### src/rtl/irq_msg_pkg.sv
package irq_msg_pkg;

  localparam logic [31:0] OFF_ACTIVE = 32'h00;
  localparam logic [31:0] OFF_ENABLE = 32'h04;
  localparam logic [31:0] OFF_LATCH  = 32'h08;
  localparam logic [31:0] OFF_CTRL   = 32'h0C;
  localparam logic [31:0] OFF_TARGET = 32'h10;

  typedef enum logic [2:0] {
    SEL_NONE,
    SEL_ACTIVE,
    SEL_ENABLE,
    SEL_LATCH,
    SEL_CTRL,
    SEL_TARGET
  } reg_sel_e;

  function automatic reg_sel_e decode_offset(input logic [31:0] off);
    case (off)
      OFF_ACTIVE: return SEL_ACTIVE;
      OFF_ENABLE: return SEL_ENABLE;
      OFF_LATCH:  return SEL_LATCH;
      OFF_CTRL:   return SEL_CTRL;
      OFF_TARGET: return SEL_TARGET;
      default:    return SEL_NONE;
    endcase
  endfunction

endpackage

### src/rtl/irq_edge_detect.sv
module irq_edge_detect #(
  parameter int NUM_IRQ = 32
) (
  input  logic               clk,
  input  logic               rst,
  input  logic [NUM_IRQ-1:0] irq_i,
  output logic [NUM_IRQ-1:0] rise_o
);

  logic [NUM_IRQ-1:0] prev_q;

  for (genvar g = 0; g < NUM_IRQ; g++) begin : g_line
    always_ff @(posedge clk) begin
      if (rst) prev_q[g] <= 1'b0;
      else     prev_q[g] <= irq_i[g];
    end
    assign rise_o[g] = irq_i[g] & ~prev_q[g];
  end

endmodule

### src/rtl/irq_msg_regs.sv
module irq_msg_regs
  import irq_msg_pkg::*;
#(
  parameter int          NUM_IRQ     = 32,
  parameter int          DATA_W      = 32,
  parameter logic [31:0] TARGET_INIT = 32'hFFFA_0003
) (
  input  logic               clk,
  input  logic               rst,
  input  reg_sel_e           sel_i,
  input  logic               we_i,
  input  logic               re_i,
  input  logic [DATA_W-1:0]  wdata_i,
  input  logic [NUM_IRQ-1:0] rise_i,
  output logic [DATA_W-1:0]  rdata_o,
  output logic [DATA_W-1:0]  target_o,
  output logic               event_o
);

  localparam int INHIBIT_BIT = 0;

  logic [DATA_W-1:0] active_q, enable_q, latch_q, target_q, rdata_q;
  logic              inhibit_q;
  logic [DATA_W-1:0] rise_w, hit_w;
  logic              latch_acc;

  assign rise_w    = DATA_W'(rise_i);
  assign hit_w     = rise_w & enable_q;
  assign latch_acc = (we_i | re_i) && (sel_i == SEL_LATCH);

  always_ff @(posedge clk) begin
    if (rst) begin
      active_q  <= '0;
      enable_q  <= '0;
      latch_q   <= '0;
      inhibit_q <= 1'b0;
      target_q  <= DATA_W'(TARGET_INIT);
    end else begin
      latch_q  <= (latch_acc ? '0 : latch_q) | rise_w;
      active_q <= active_q | hit_w;
      if (we_i) begin
        case (sel_i)
          SEL_ENABLE: enable_q  <= wdata_i;
          SEL_CTRL:   inhibit_q <= wdata_i[INHIBIT_BIT];
          SEL_TARGET: target_q  <= wdata_i;
          default: ;
        endcase
      end
    end
  end

  always_ff @(posedge clk) begin
    if (rst) begin
      rdata_q <= '0;
    end else if (re_i) begin
      case (sel_i)
        SEL_ACTIVE: rdata_q <= active_q;
        SEL_ENABLE: rdata_q <= enable_q;
        SEL_LATCH:  rdata_q <= latch_q;
        SEL_CTRL:   rdata_q <= DATA_W'(inhibit_q);
        SEL_TARGET: rdata_q <= target_q;
        default:    rdata_q <= '0;
      endcase
    end
  end

  assign rdata_o  = rdata_q;
  assign target_o = target_q;
  assign event_o  = (|hit_w) & ~inhibit_q;

  // every edge seen last cycle is now in the latch
  p_edge_latched_r1: assert property (@(posedge clk) disable iff (rst)
    (!$past(rst) && |$past(rise_w)) |-> ((latch_q & $past(rise_w)) == $past(rise_w)));

  // request bits never drop while out of reset
  p_active_sticky_r2: assert property (@(posedge clk) disable iff (rst)
    !$past(rst) |-> ((active_q & $past(active_q)) == $past(active_q)));

  // a latch access with no concurrent edge leaves it empty
  p_latch_clear_r3: assert property (@(posedge clk) disable iff (rst)
    (!$past(rst) && $past(latch_acc) && !(|$past(rise_w))) |-> (latch_q == '0));

  // control readback carries only the inhibit bit
  p_ctrl_read_r6: assert property (@(posedge clk) disable iff (rst)
    (!$past(rst) && $past(re_i) && $past(sel_i) == SEL_CTRL) |-> (rdata_q[DATA_W-1:1] == '0));

endmodule

### src/rtl/irq_msg_sender.sv
module irq_msg_sender #(
  parameter int DATA_W = 32,
  parameter int LSB_W  = 5
) (
  input  logic              clk,
  input  logic              rst,
  input  logic              event_i,
  input  logic [DATA_W-1:0] target_i,
  input  logic              ready_i,
  output logic              valid_o,
  output logic [DATA_W-1:0] addr_o,
  output logic [DATA_W-1:0] data_o
);

  logic              valid_q, again_q;
  logic [DATA_W-1:0] addr_q, data_q;
  logic [DATA_W-1:0] next_addr, next_data;

  assign next_addr = {target_i[DATA_W-1:LSB_W], {LSB_W{1'b0}}};
  assign next_data = DATA_W'(target_i[LSB_W-1:0]);

  always_ff @(posedge clk) begin
    if (rst) begin
      valid_q <= 1'b0;
      again_q <= 1'b0;
      addr_q  <= '0;
      data_q  <= '0;
    end else if (!valid_q) begin
      if (event_i) begin
        valid_q <= 1'b1;
        addr_q  <= next_addr;
        data_q  <= next_data;
      end
    end else if (ready_i) begin
      if (event_i || again_q) begin
        addr_q  <= next_addr;
        data_q  <= next_data;
      end else begin
        valid_q <= 1'b0;
      end
      again_q <= 1'b0;
    end else if (event_i) begin
      again_q <= 1'b1;
    end
  end

  assign valid_o = valid_q;
  assign addr_o  = addr_q;
  assign data_o  = data_q;

  // a stalled write keeps its address and data
  p_hold_stall_r7: assert property (@(posedge clk) disable iff (rst)
    (valid_q && !ready_i) |=> (valid_q && $stable(addr_q) && $stable(data_q)));

  // address aligned, data limited to the low field
  p_msg_shape_r7: assert property (@(posedge clk) disable iff (rst)
    valid_q |-> (addr_q[LSB_W-1:0] == '0 && data_q[DATA_W-1:LSB_W] == '0));

  // a merged event is only remembered while a write is outstanding
  p_again_busy_r8: assert property (@(posedge clk) disable iff (rst)
    again_q |-> valid_q);

endmodule

### src/rtl/irq_msg_ctrl.sv
module irq_msg_ctrl
  import irq_msg_pkg::*;
#(
  parameter int          NUM_IRQ     = 32,
  parameter int          DATA_W      = 32,
  parameter int          ADDR_W      = 8,
  parameter int          LSB_W       = 5,
  parameter logic [31:0] TARGET_INIT = 32'hFFFA_0003
) (
  input  logic               clk,
  input  logic               rst,
  input  logic [ADDR_W-1:0]  addr_i,
  input  logic [DATA_W-1:0]  wdata_i,
  input  logic               we_i,
  input  logic               re_i,
  output logic [DATA_W-1:0]  rdata_o,
  input  logic [NUM_IRQ-1:0] irq_i,
  output logic [DATA_W-1:0]  msg_addr_o,
  output logic [DATA_W-1:0]  msg_data_o,
  output logic               msg_valid_o,
  input  logic               msg_ready_i
);

  reg_sel_e           sel;
  logic [NUM_IRQ-1:0] rise;
  logic [DATA_W-1:0]  target;
  logic               event_w;

  assign sel = decode_offset(32'(addr_i));

  irq_edge_detect #(.NUM_IRQ(NUM_IRQ)) u_edge (
    .clk    (clk),
    .rst    (rst),
    .irq_i  (irq_i),
    .rise_o (rise)
  );

  irq_msg_regs #(
    .NUM_IRQ     (NUM_IRQ),
    .DATA_W      (DATA_W),
    .TARGET_INIT (TARGET_INIT)
  ) u_regs (
    .clk      (clk),
    .rst      (rst),
    .sel_i    (sel),
    .we_i     (we_i),
    .re_i     (re_i),
    .wdata_i  (wdata_i),
    .rise_i   (rise),
    .rdata_o  (rdata_o),
    .target_o (target),
    .event_o  (event_w)
  );

  irq_msg_sender #(.DATA_W(DATA_W), .LSB_W(LSB_W)) u_send (
    .clk      (clk),
    .rst      (rst),
    .event_i  (event_w),
    .target_i (target),
    .ready_i  (msg_ready_i),
    .valid_o  (msg_valid_o),
    .addr_o   (msg_addr_o),
    .data_o   (msg_data_o)
  );

endmodule

### config.mk
export PLATFORM = sky130hd
export DESIGN_NAME = irq_msg_ctrl
export DESIGN_NICKNAME = d
export VERILOG_FILES = /design/src/rtl/irq_msg_pkg.sv /design/src/rtl/irq_edge_detect.sv /design/src/rtl/irq_msg_regs.sv /design/src/rtl/irq_msg_sender.sv /design/src/rtl/irq_msg_ctrl.sv
export SDC_FILE = /design/constraint.sdc
export NUM_CORES = 1
export LEC_CHECK = 0
export ABC_AREA = 1
export BUFFER_PORTS_ARGS = -buffer_cell sky130_fd_sc_hd__buf_4
export CAP_MARGIN = 10
export CELL_PAD_IN_SITES_DETAIL_PLACEMENT = 0
export CELL_PAD_IN_SITES_GLOBAL_PLACEMENT = 1
export CORE_AREA = 2 2 150 152
export CTS_CLUSTER_DIAMETER = 40
export CTS_CLUSTER_SIZE = 40
export DETAILED_ROUTE_END_ITERATION = 10
export DIE_AREA = 0 0 152 154
export PLACE_DENSITY_LB_ADDON = 0.1
export SYNTH_ARGS = -nofsm -noshare
export SYNTH_HDL_FRONTEND = slang
export SYNTH_SLANG_ARGS = --single-unit
### constraint.sdc
create_clock -name clk -period 2.1 [get_ports clk]
set_input_delay 0.42 -clock clk [delete_from_list [all_inputs] [get_ports clk]]
set_output_delay 0.42 -clock clk [all_outputs]
set_load 0.01 [all_outputs]
-- Yosys cells after proc, flatten, opt, wreduce, memory -nomap -nowiden
Cells that the tools add are included.
- output and inout bits: 97
- register bits: 259
- word-level logic and storage cells: 151
- bitwise gates (word level): 70
- mux-type cells: 17
- reductions and logical operators: 11
- equal/unequal tests: 11
- operators by type and width (kind ; number):
    $mux 32 ; 9
    $pmux 32 s5 ; 1
    $or 32x32->32 ; 2
    $and 1x1->1 ; 33
    $not 1->1 ; 33
    $and 32x32->32 ; 1
    $reduce_or 32->1 ; 1
    $eq 8x4->1 const B ; 2
    $pmux 3 s5 ; 1
    $eq 8x3->1 const B ; 1
    $eq 8x5->1 const B ; 1
    $logic_not 8->1 ; 1
    $reduce_and 2->1 ; 4
    $eq 3x2->1 const B ; 2
    $eq 3x3->1 const B ; 2
    $mux 1 ; 6
    $ne 2x2->1 const B ; 2
    $reduce_bool 2->1 ; 2
    $eq 3x1->1 const B ; 1
    $reduce_and 3->1 ; 1
    $logic_and 1x1->1 ; 1
    $logic_or 1x1->1 ; 1
    $or 1x1->1 ; 1

-- Depth between registers and ports, before layout
- depth in word-level cells: 9
- mapped depth: 13
- depth with buffers taken out: 12

-- Hierarchy
Synthesis repeated with hierarchy kept, for this count alone.
- cell total of the unflattened synthesis: 1312
- area total of the unflattened synthesis: 9496.6 um2
- by module, submodules not included (module ; area each (um2) ; sequential area each (um2) ; times used ; cells an instance):
    irq_msg_regs ; 6575.1 ; 3223.1 ; 1 ; 907
    irq_msg_sender ; 1796.7 ; 680.7 ; 1 ; 253
    irq_edge_detect ; 1034.7 ; 640.6 ; 1 ; 131
    irq_msg_ctrl ; 90.1 ; 0.0 ; 1 ; 21

-- Worst setup path after synthesis
OpenSTA, ideal clock, no wires.
- path kind: input to register
- start: in irq_i[4]
- end: reg u_send.addr_q[15], in the netlist u_send.addr_o[15]
- stages: 11
- arrival: 1365 ps
- setup slack: 620 ps
- cell sequence: nand3_1 -> nand2_1 -> nor2_1 -> nand2_1 -> nor2_1 -> nand2_1 -> nand2_2 -> o21ai_4 -> buf_2 -> a21oi_1 -> nor2_1
- word-level cells in the longest chain between the ends: 7
- elaborated cells between the ends (all ways): 8
- RTL lines (element ; line ; text):
    from (decl) ; irq_msg_ctrl.sv:17 ; input logic [NUM_IRQ-1:0] irq_i,
    $and 1x1->1 * ; irq_edge_detect.sv:17 ; assign rise_o[g] = irq_i[g] & ~prev_q[g];
    $and 32x32->32 * ; irq_msg_regs.sv:28 ; assign hit_w = rise_w & enable_q;
    $reduce_or 32->1 * ; irq_msg_regs.sv:69 ; assign event_o = (|hit_w) & ~inhibit_q;
    $and 1x1->1 * ; irq_msg_regs.sv:69 ;
    $logic_or 1x1->1 ; irq_msg_sender.sv:35 ; if (event_i || again_q) begin
    $ne 2x2->1 (no line) ; - ;
    $reduce_and 3->1 (no line) * ; - ;
    to (signal assigned) ; irq_msg_sender.sv:31 ; addr_q <= next_addr;
    to (signal assigned) ; irq_msg_sender.sv:36 ; addr_q <= next_addr;
    to (decl) ; irq_msg_sender.sv:16 ; logic [DATA_W-1:0] addr_q, data_q;
Mark *: on every way between the ends. The rest lies on a longest branch, timed or not.
A chain may end at the register's enable or synchronous reset.

-- Worst setup path in the final report
- start: reg u_regs.enable_q[12]
- end: reg u_send.addr_q[10], in the netlist u_send.addr_o[10]
- word-level cells in the longest chain between the ends: 6
- elaborated cells between the ends (all ways): 7
- RTL lines (element ; line ; text):
    from (decl) ; irq_msg_regs.sv:22 ; logic [DATA_W-1:0] active_q, enable_q, latch_q, target_q, rdata_q;
    from (signal assigned) ; irq_msg_regs.sv:43 ; SEL_ENABLE: enable_q <= wdata_i;
    $and 32x32->32 * ; irq_msg_regs.sv:28 ;
    $reduce_or 32->1 * ; irq_msg_regs.sv:69 ;
    $and 1x1->1 * ; irq_msg_regs.sv:69 ;
    $logic_or 1x1->1 ; irq_msg_sender.sv:35 ;
    $ne 2x2->1 (no line) ; - ;
    $reduce_and 3->1 (no line) * ; - ;
Marks and branches as above.

==> impl_results.html <==
<table>
<tr><th>Metric</th><th>Value</th></tr>
<tr><th colspan="2">Routing</th></tr>
<tr><td>DRC violation total after the first TritonRoute iteration</td><td>405</td></tr>
<tr><td>Total Wirelength</td><td>about 26,000 um</td></tr>
<tr><td>Count of nets left with antenna violations after detail routing</td><td>0</td></tr>
<tr><td>Total via count after detailed routing</td><td>just over 8,000</td></tr>
<tr><td>Detail-routed via count per cell</td><td>slightly below 5</td></tr>
<tr><td>DR WL/cell</td><td>15.5 um</td></tr>
<tr><td>First-pass iteration count of the detailed router</td><td>5</td></tr>
<tr><td>Remaining DRCs</td><td>0</td></tr>
<tr><th colspan="2">CTS</th></tr>
<tr><td>Sink count of the clock tree</td><td>227</td></tr>
<tr><td>Largest buffer count on any clock path</td><td>3</td></tr>
<tr><td>CTS tree</td><td>built</td></tr>
<tr><td>Number of hold-repair buffers added at the cts stage</td><td>0</td></tr>
<tr><td>Clock root buffer master</td><td>sky130_fd_sc_hd__clkbuf_16</td></tr>
<tr><td>Post-CTS Repair Setup Buffers</td><td>0</td></tr>
<tr><td>Post_cts resized</td><td>0</td></tr>
<tr><td>Number of CTS-inserted buffers</td><td>37</td></tr>
<tr><td>Clock transition at the registers of the reported paths</td><td>0.05 ns</td></tr>
<tr><td>Insertion delay to the later sink of the worst-skew pair</td><td>roughly 0.5 ns</td></tr>
<tr><td>CTS HTree Levels</td><td>2</td></tr>
<tr><th colspan="2">Power</th></tr>
<tr><td>Fraction of power spent switching nets</td><td>0.231</td></tr>
<tr><td>PD cells</td><td>a little over 900 nW/um^2</td></tr>
<tr><td>NetSw</td><td>between 2000 and 2500 uW</td></tr>
<tr><td>Proportion of power drawn by the clock network</td><td>0.534</td></tr>
<tr><td>Internal Dissipation</td><td>around 8300 uW</td></tr>
<tr><td>Total leakage power</td><td>slightly above 0.005 uW</td></tr>
<tr><td>Overall power</td><td>10,800 uW</td></tr>
<tr><td>Part of the power in registers</td><td>0.413</td></tr>
<tr><td>Gate power share</td><td>0.053</td></tr>
<tr><td>VDD IR max</td><td>0.881 mV</td></tr>
<tr><th colspan="2">Timing</th></tr>
<tr><td>Number of failing setup endpoints in the final timing report</td><td>0</td></tr>
<tr><td>Period utilization</td><td>0.837</td></tr>
<tr><td>Setup repair after global routing missed its margin</td><td>no</td></tr>
<tr><td>Final Max Tran Viols</td><td>0</td></tr>
<tr><td>Worst-case clock skew</td><td>0.0138 ns</td></tr>
<tr><td>Worst max-slew margin expressed relative to the limit</td><td>0.487</td></tr>
<tr><td>Worst hold slack</td><td>~0.13 ns</td></tr>
<tr><td>Hold violation total from the final report</td><td>0</td></tr>
<tr><td>Timing-limited maximum frequency</td><td>569 MHz</td></tr>
<tr><td>Transition time at the pin with the least slew margin</td><td>0.768 ns</td></tr>
<tr><td>Total negative slack for setup checks</td><td>0 ns</td></tr>
<tr><td>Minimum clock period</td><td>1.76 ns</td></tr>
<tr><th colspan="2">Global route</th></tr>
<tr><td>Maximum number of pins on one net before global-route repair</td><td>131</td></tr>
<tr><td>Number of global-route vias before repair</td><td>7,625</td></tr>
<tr><td>First-pass GRT wire length</td><td>41,100 um</td></tr>
<tr><td>Combined global-route utilization of all metal layers</td><td>0.218</td></tr>
<tr><td>Number of antenna violations at the first check in global routing</td><td>0</td></tr>
<tr><td>Sum of overflow across all layers after global routing</td><td>0</td></tr>
<tr><th colspan="2">Floorplanning</th></tr>
<tr><td>Placeable core region</td><td>21,700 sq um</td></tr>
<tr><td>Initial standard-cell utilization of the core</td><td>0.424</td></tr>
<tr><td>Number of core rows</td><td>54</td></tr>
<tr><td>Vertical die dimension</td><td>154 um</td></tr>
<tr><td>Die footprint</td><td>23,400 sq um</td></tr>
<tr><td>Horizontal die dimension</td><td>152 um</td></tr>
<tr><td>Ports placed on the boundary</td><td>174</td></tr>
<tr><th colspan="2">Placement</th></tr>
<tr><td>Half-perimeter wire length after placement</td><td>17,600 um</td></tr>
<tr><td>Routability-driven placement congestion ratio</td><td>around 0.80</td></tr>
<tr><td>Total placed cells including tap cells</td><td>~1,600</td></tr>
<tr><td>Number of buffer cells added on primary ports</td><td>141</td></tr>
<tr><td>Cell Area, Placed</td><td>between 10,000 and 15,000 sq um</td></tr>
<tr><th colspan="2">Critical path</th></tr>
<tr><td>Max FO, Critical Path</td><td>35</td></tr>
<tr><td>Path type of the worst setup path</td><td>flop to flop</td></tr>
<tr><td>Required arrival time at the worst endpoint</td><td>~2.5 ns</td></tr>
<tr><td>Launch point of the worst path</td><td>u_regs.enable_q[12]$_SDFFE_PP0P_</td></tr>
<tr><td>Kind of launch point of the worst setup path</td><td>flop</td></tr>
<tr><td>Category of the worst setup path capture point</td><td>flop</td></tr>
<tr><td>Critical R2R Launch</td><td>u_regs.enable_q[12]$_SDFFE_PP0P_</td></tr>
<tr><td>CP Data Arrival Time</td><td>2.15 ns</td></tr>
<tr><th colspan="2">Logic synthesis</th></tr>
<tr><td>Yosys Warn Count</td><td>0</td></tr>
<tr><td>Mean cell area of the mapped netlist</td><td>7.40 sq um</td></tr>
<tr><td>Post-synthesis sequential area ratio</td><td>0.494</td></tr>
<tr><td>Synthesized flop and latch total</td><td>227</td></tr>
<tr><td>Total standard cell area after synthesis</td><td>9190 sq um</td></tr>
<tr><td>Number of instances in the synthesized netlist</td><td>1,242</td></tr>
<tr><td>Number of distinct standard cells referenced by the synthesized netlist</td><td>25</td></tr>
<tr><th colspan="2">Worst hold path</th></tr>
<tr><td>Launch instance of the worst min-delay path</td><td>irq_i[0]</td></tr>
<tr><td>Path category of the worst min-delay check</td><td>input port to flop</td></tr>
<tr><th colspan="2">Layout</th></tr>
<tr><td>Design area</td><td>11,700 sq um</td></tr>
<tr><td>ANT cells</td><td>0</td></tr>
<tr><td>Post-synthesis to final-layout area growth</td><td>27.0%</td></tr>
<tr><td>Cell Count, Final, Fillers Out</td><td>1,683</td></tr>
<tr><td>Total number of nets in the final design</td><td>1,456</td></tr>
<tr><td>Layout cells sized above 1</td><td>0.179</td></tr>
<tr><th colspan="2">Run</th></tr>
<tr><td>Total of max-cap violations</td><td>0</td></tr>
<tr><th colspan="2">Status</th></tr>
<tr><td>Outcome</td><td>finished clean</td></tr>
</table>
-- layout by cell type, fill, tap and decap left out --
| cell type | n |
|---|---|
| sky130_fd_sc_hd__buf_12 | 9 |
| sky130_fd_sc_hd__o21ai_1 | 18 |
| sky130_fd_sc_hd__clkinv_2 | 8 |
| sky130_fd_sc_hd__nand2_2 | 3 |
| sky130_fd_sc_hd__nand3_1 | 96 |
| sky130_fd_sc_hd__inv_2 | 7 |
| sky130_fd_sc_hd__nor3_2 | 1 |
| sky130_fd_sc_hd__inv_1 | 136 |
| sky130_fd_sc_hd__nor2_2 | 3 |
| sky130_fd_sc_hd__and3b_1 | 1 |
| sky130_fd_sc_hd__clkinvlp_4 | 2 |
| sky130_fd_sc_hd__a21oi_1 | 150 |
| sky130_fd_sc_hd__o2111ai_1 | 31 |
| sky130_fd_sc_hd__buf_4 | 163 |
| sky130_fd_sc_hd__dfxtp_1 | 227 |
| sky130_fd_sc_hd__clkbuf_16 | 37 |
| sky130_fd_sc_hd__nor2_4 | 1 |
| sky130_fd_sc_hd__clkinv_4 | 1 |
| sky130_fd_sc_hd__conb_1 | 32 |
| sky130_fd_sc_hd__nor2_1 | 141 |
| sky130_fd_sc_hd__o21ai_0 | 35 |
| sky130_fd_sc_hd__nor3_4 | 1 |
| sky130_fd_sc_hd__bufinv_16 | 2 |
| sky130_fd_sc_hd__clkbuf_8 | 5 |
| sky130_fd_sc_hd__inv_6 | 5 |
| sky130_fd_sc_hd__clkbuf_1 | 2 |
| sky130_fd_sc_hd__o21ai_4 | 1 |
| sky130_fd_sc_hd__inv_8 | 1 |
| sky130_fd_sc_hd__nand2_1 | 266 |
| sky130_fd_sc_hd__o21ai_2 | 1 |
| sky130_fd_sc_hd__o211ai_1 | 17 |
-- power by group through the flow --
stage	clock network (uW)	registers [uW]	logic, uW
floorplan	0	4550	334
global placement	0	4560	571
detailed placement	0	4560	576
CTS	5880	4470	577
global route	6090	4480	642
finish	5770	4470	572
-- final cells by class --
| class | instances | area, sq um |
|---|---|---|
| fill | 2136 | 10000 |
| sequential | 227 | 4540 |
| multi-input combinational | 798 | 3650 |
| timing repair buffer | 172 | 1400 |
| clock buffer | 44 | 1000 |
| inverter | 143 | 537 |
| tap | 280 | 350 |
| clock inverter | 19 | 179 |
-- flip-flops by register name (all words and copies together), names as in the netlist --
name / flops
u_regs.target_o: 32
u_regs.inhibit_q: 1
u_regs.latch_q: 32
u_send.again_q: 1
u_regs.enable_q: 32
u_regs.active_q: 32
u_send.data_o: 5
u_send.valid_o: 1
u_regs.rdata_o: 32
u_send.addr_o: 27
u_edge.prev_q: 32
-- cells by family after synthesis --
group                  synth area share
AOI/OAI and AO/OA                 0.156
DFF                               0.494
other                          0.000408
and+or+nand+nor                   0.227
buffers and inverters             0.122
-- path summary, 6_finish.rpt --
path                                     to  slack [ns]  cells past startpoint
max          u_send.addr_o[10]$_SDFFE_PP0P_        0.34                     11
min             u_edge.prev_q[0]$_SDFF_PP0_        0.13                      3
max reg2reg  u_send.addr_o[10]$_SDFFE_PP0P_        0.34                     11
min reg2reg   u_regs.active_q[5]$_SDFF_PP0_        0.45                      2
-- layer usage --
layer / global-route usage / wire [um] / vias up
met5: 0 / 0 / -
met4: 0.0516 / 431 / 0
met3: 0.0468 / 1480 / 41
met2: 0.332 / 11100 / 210
met1: 0.316 / 13000 / 3720
li1: - / - / 4215
-- Yosys cell counts, drive strengths merged --
| cell | number | area share |
|---|---|---|
| a21oi | 150 | 0.082 |
| and3b | 1 | 0.00095 |
| buf | 66 | 0.048 |
| clkbuf | 39 | 0.016 |
| clkinv | 1 | 0.00041 |
| conb | 1 | 0.00041 |
| dfxtp | 227 | 0.49 |
| inv | 142 | 0.058 |
| nand2 | 269 | 0.11 |
| nand3 | 96 | 0.052 |
| nor2 | 145 | 0.061 |
| nor3 | 2 | 0.0029 |
| o2111ai | 31 | 0.030 |
| o211ai | 17 | 0.014 |
| o21ai | 55 | 0.031 |
-- critical path, cell delays in order (launching register included) --
cell                      delay, ns
sky130_fd_sc_hd__dfxtp_1       0.33
sky130_fd_sc_hd__nand3_1       0.11
sky130_fd_sc_hd__nand2_1       0.07
sky130_fd_sc_hd__nor2_1        0.16
sky130_fd_sc_hd__nand2_1       0.09
sky130_fd_sc_hd__nor2_1        0.14
sky130_fd_sc_hd__nand2_1       0.08
sky130_fd_sc_hd__nand2_2       0.11
sky130_fd_sc_hd__o21ai_4       0.14
sky130_fd_sc_hd__buf_12        0.20
sky130_fd_sc_hd__a21oi_1       0.13
sky130_fd_sc_hd__nor2_1        0.06
-- stage by stage --
step	utilization	setup slack, ns
after global routing	0.538	0.0723
after global placement	0.484	0.0821
after detailed placement	0.484	0.0482
after floorplan	-	0.620
after CTS	0.538	0.331
final	0.538	0.343
No activity file was read; power rests on OpenSTA's default activity.
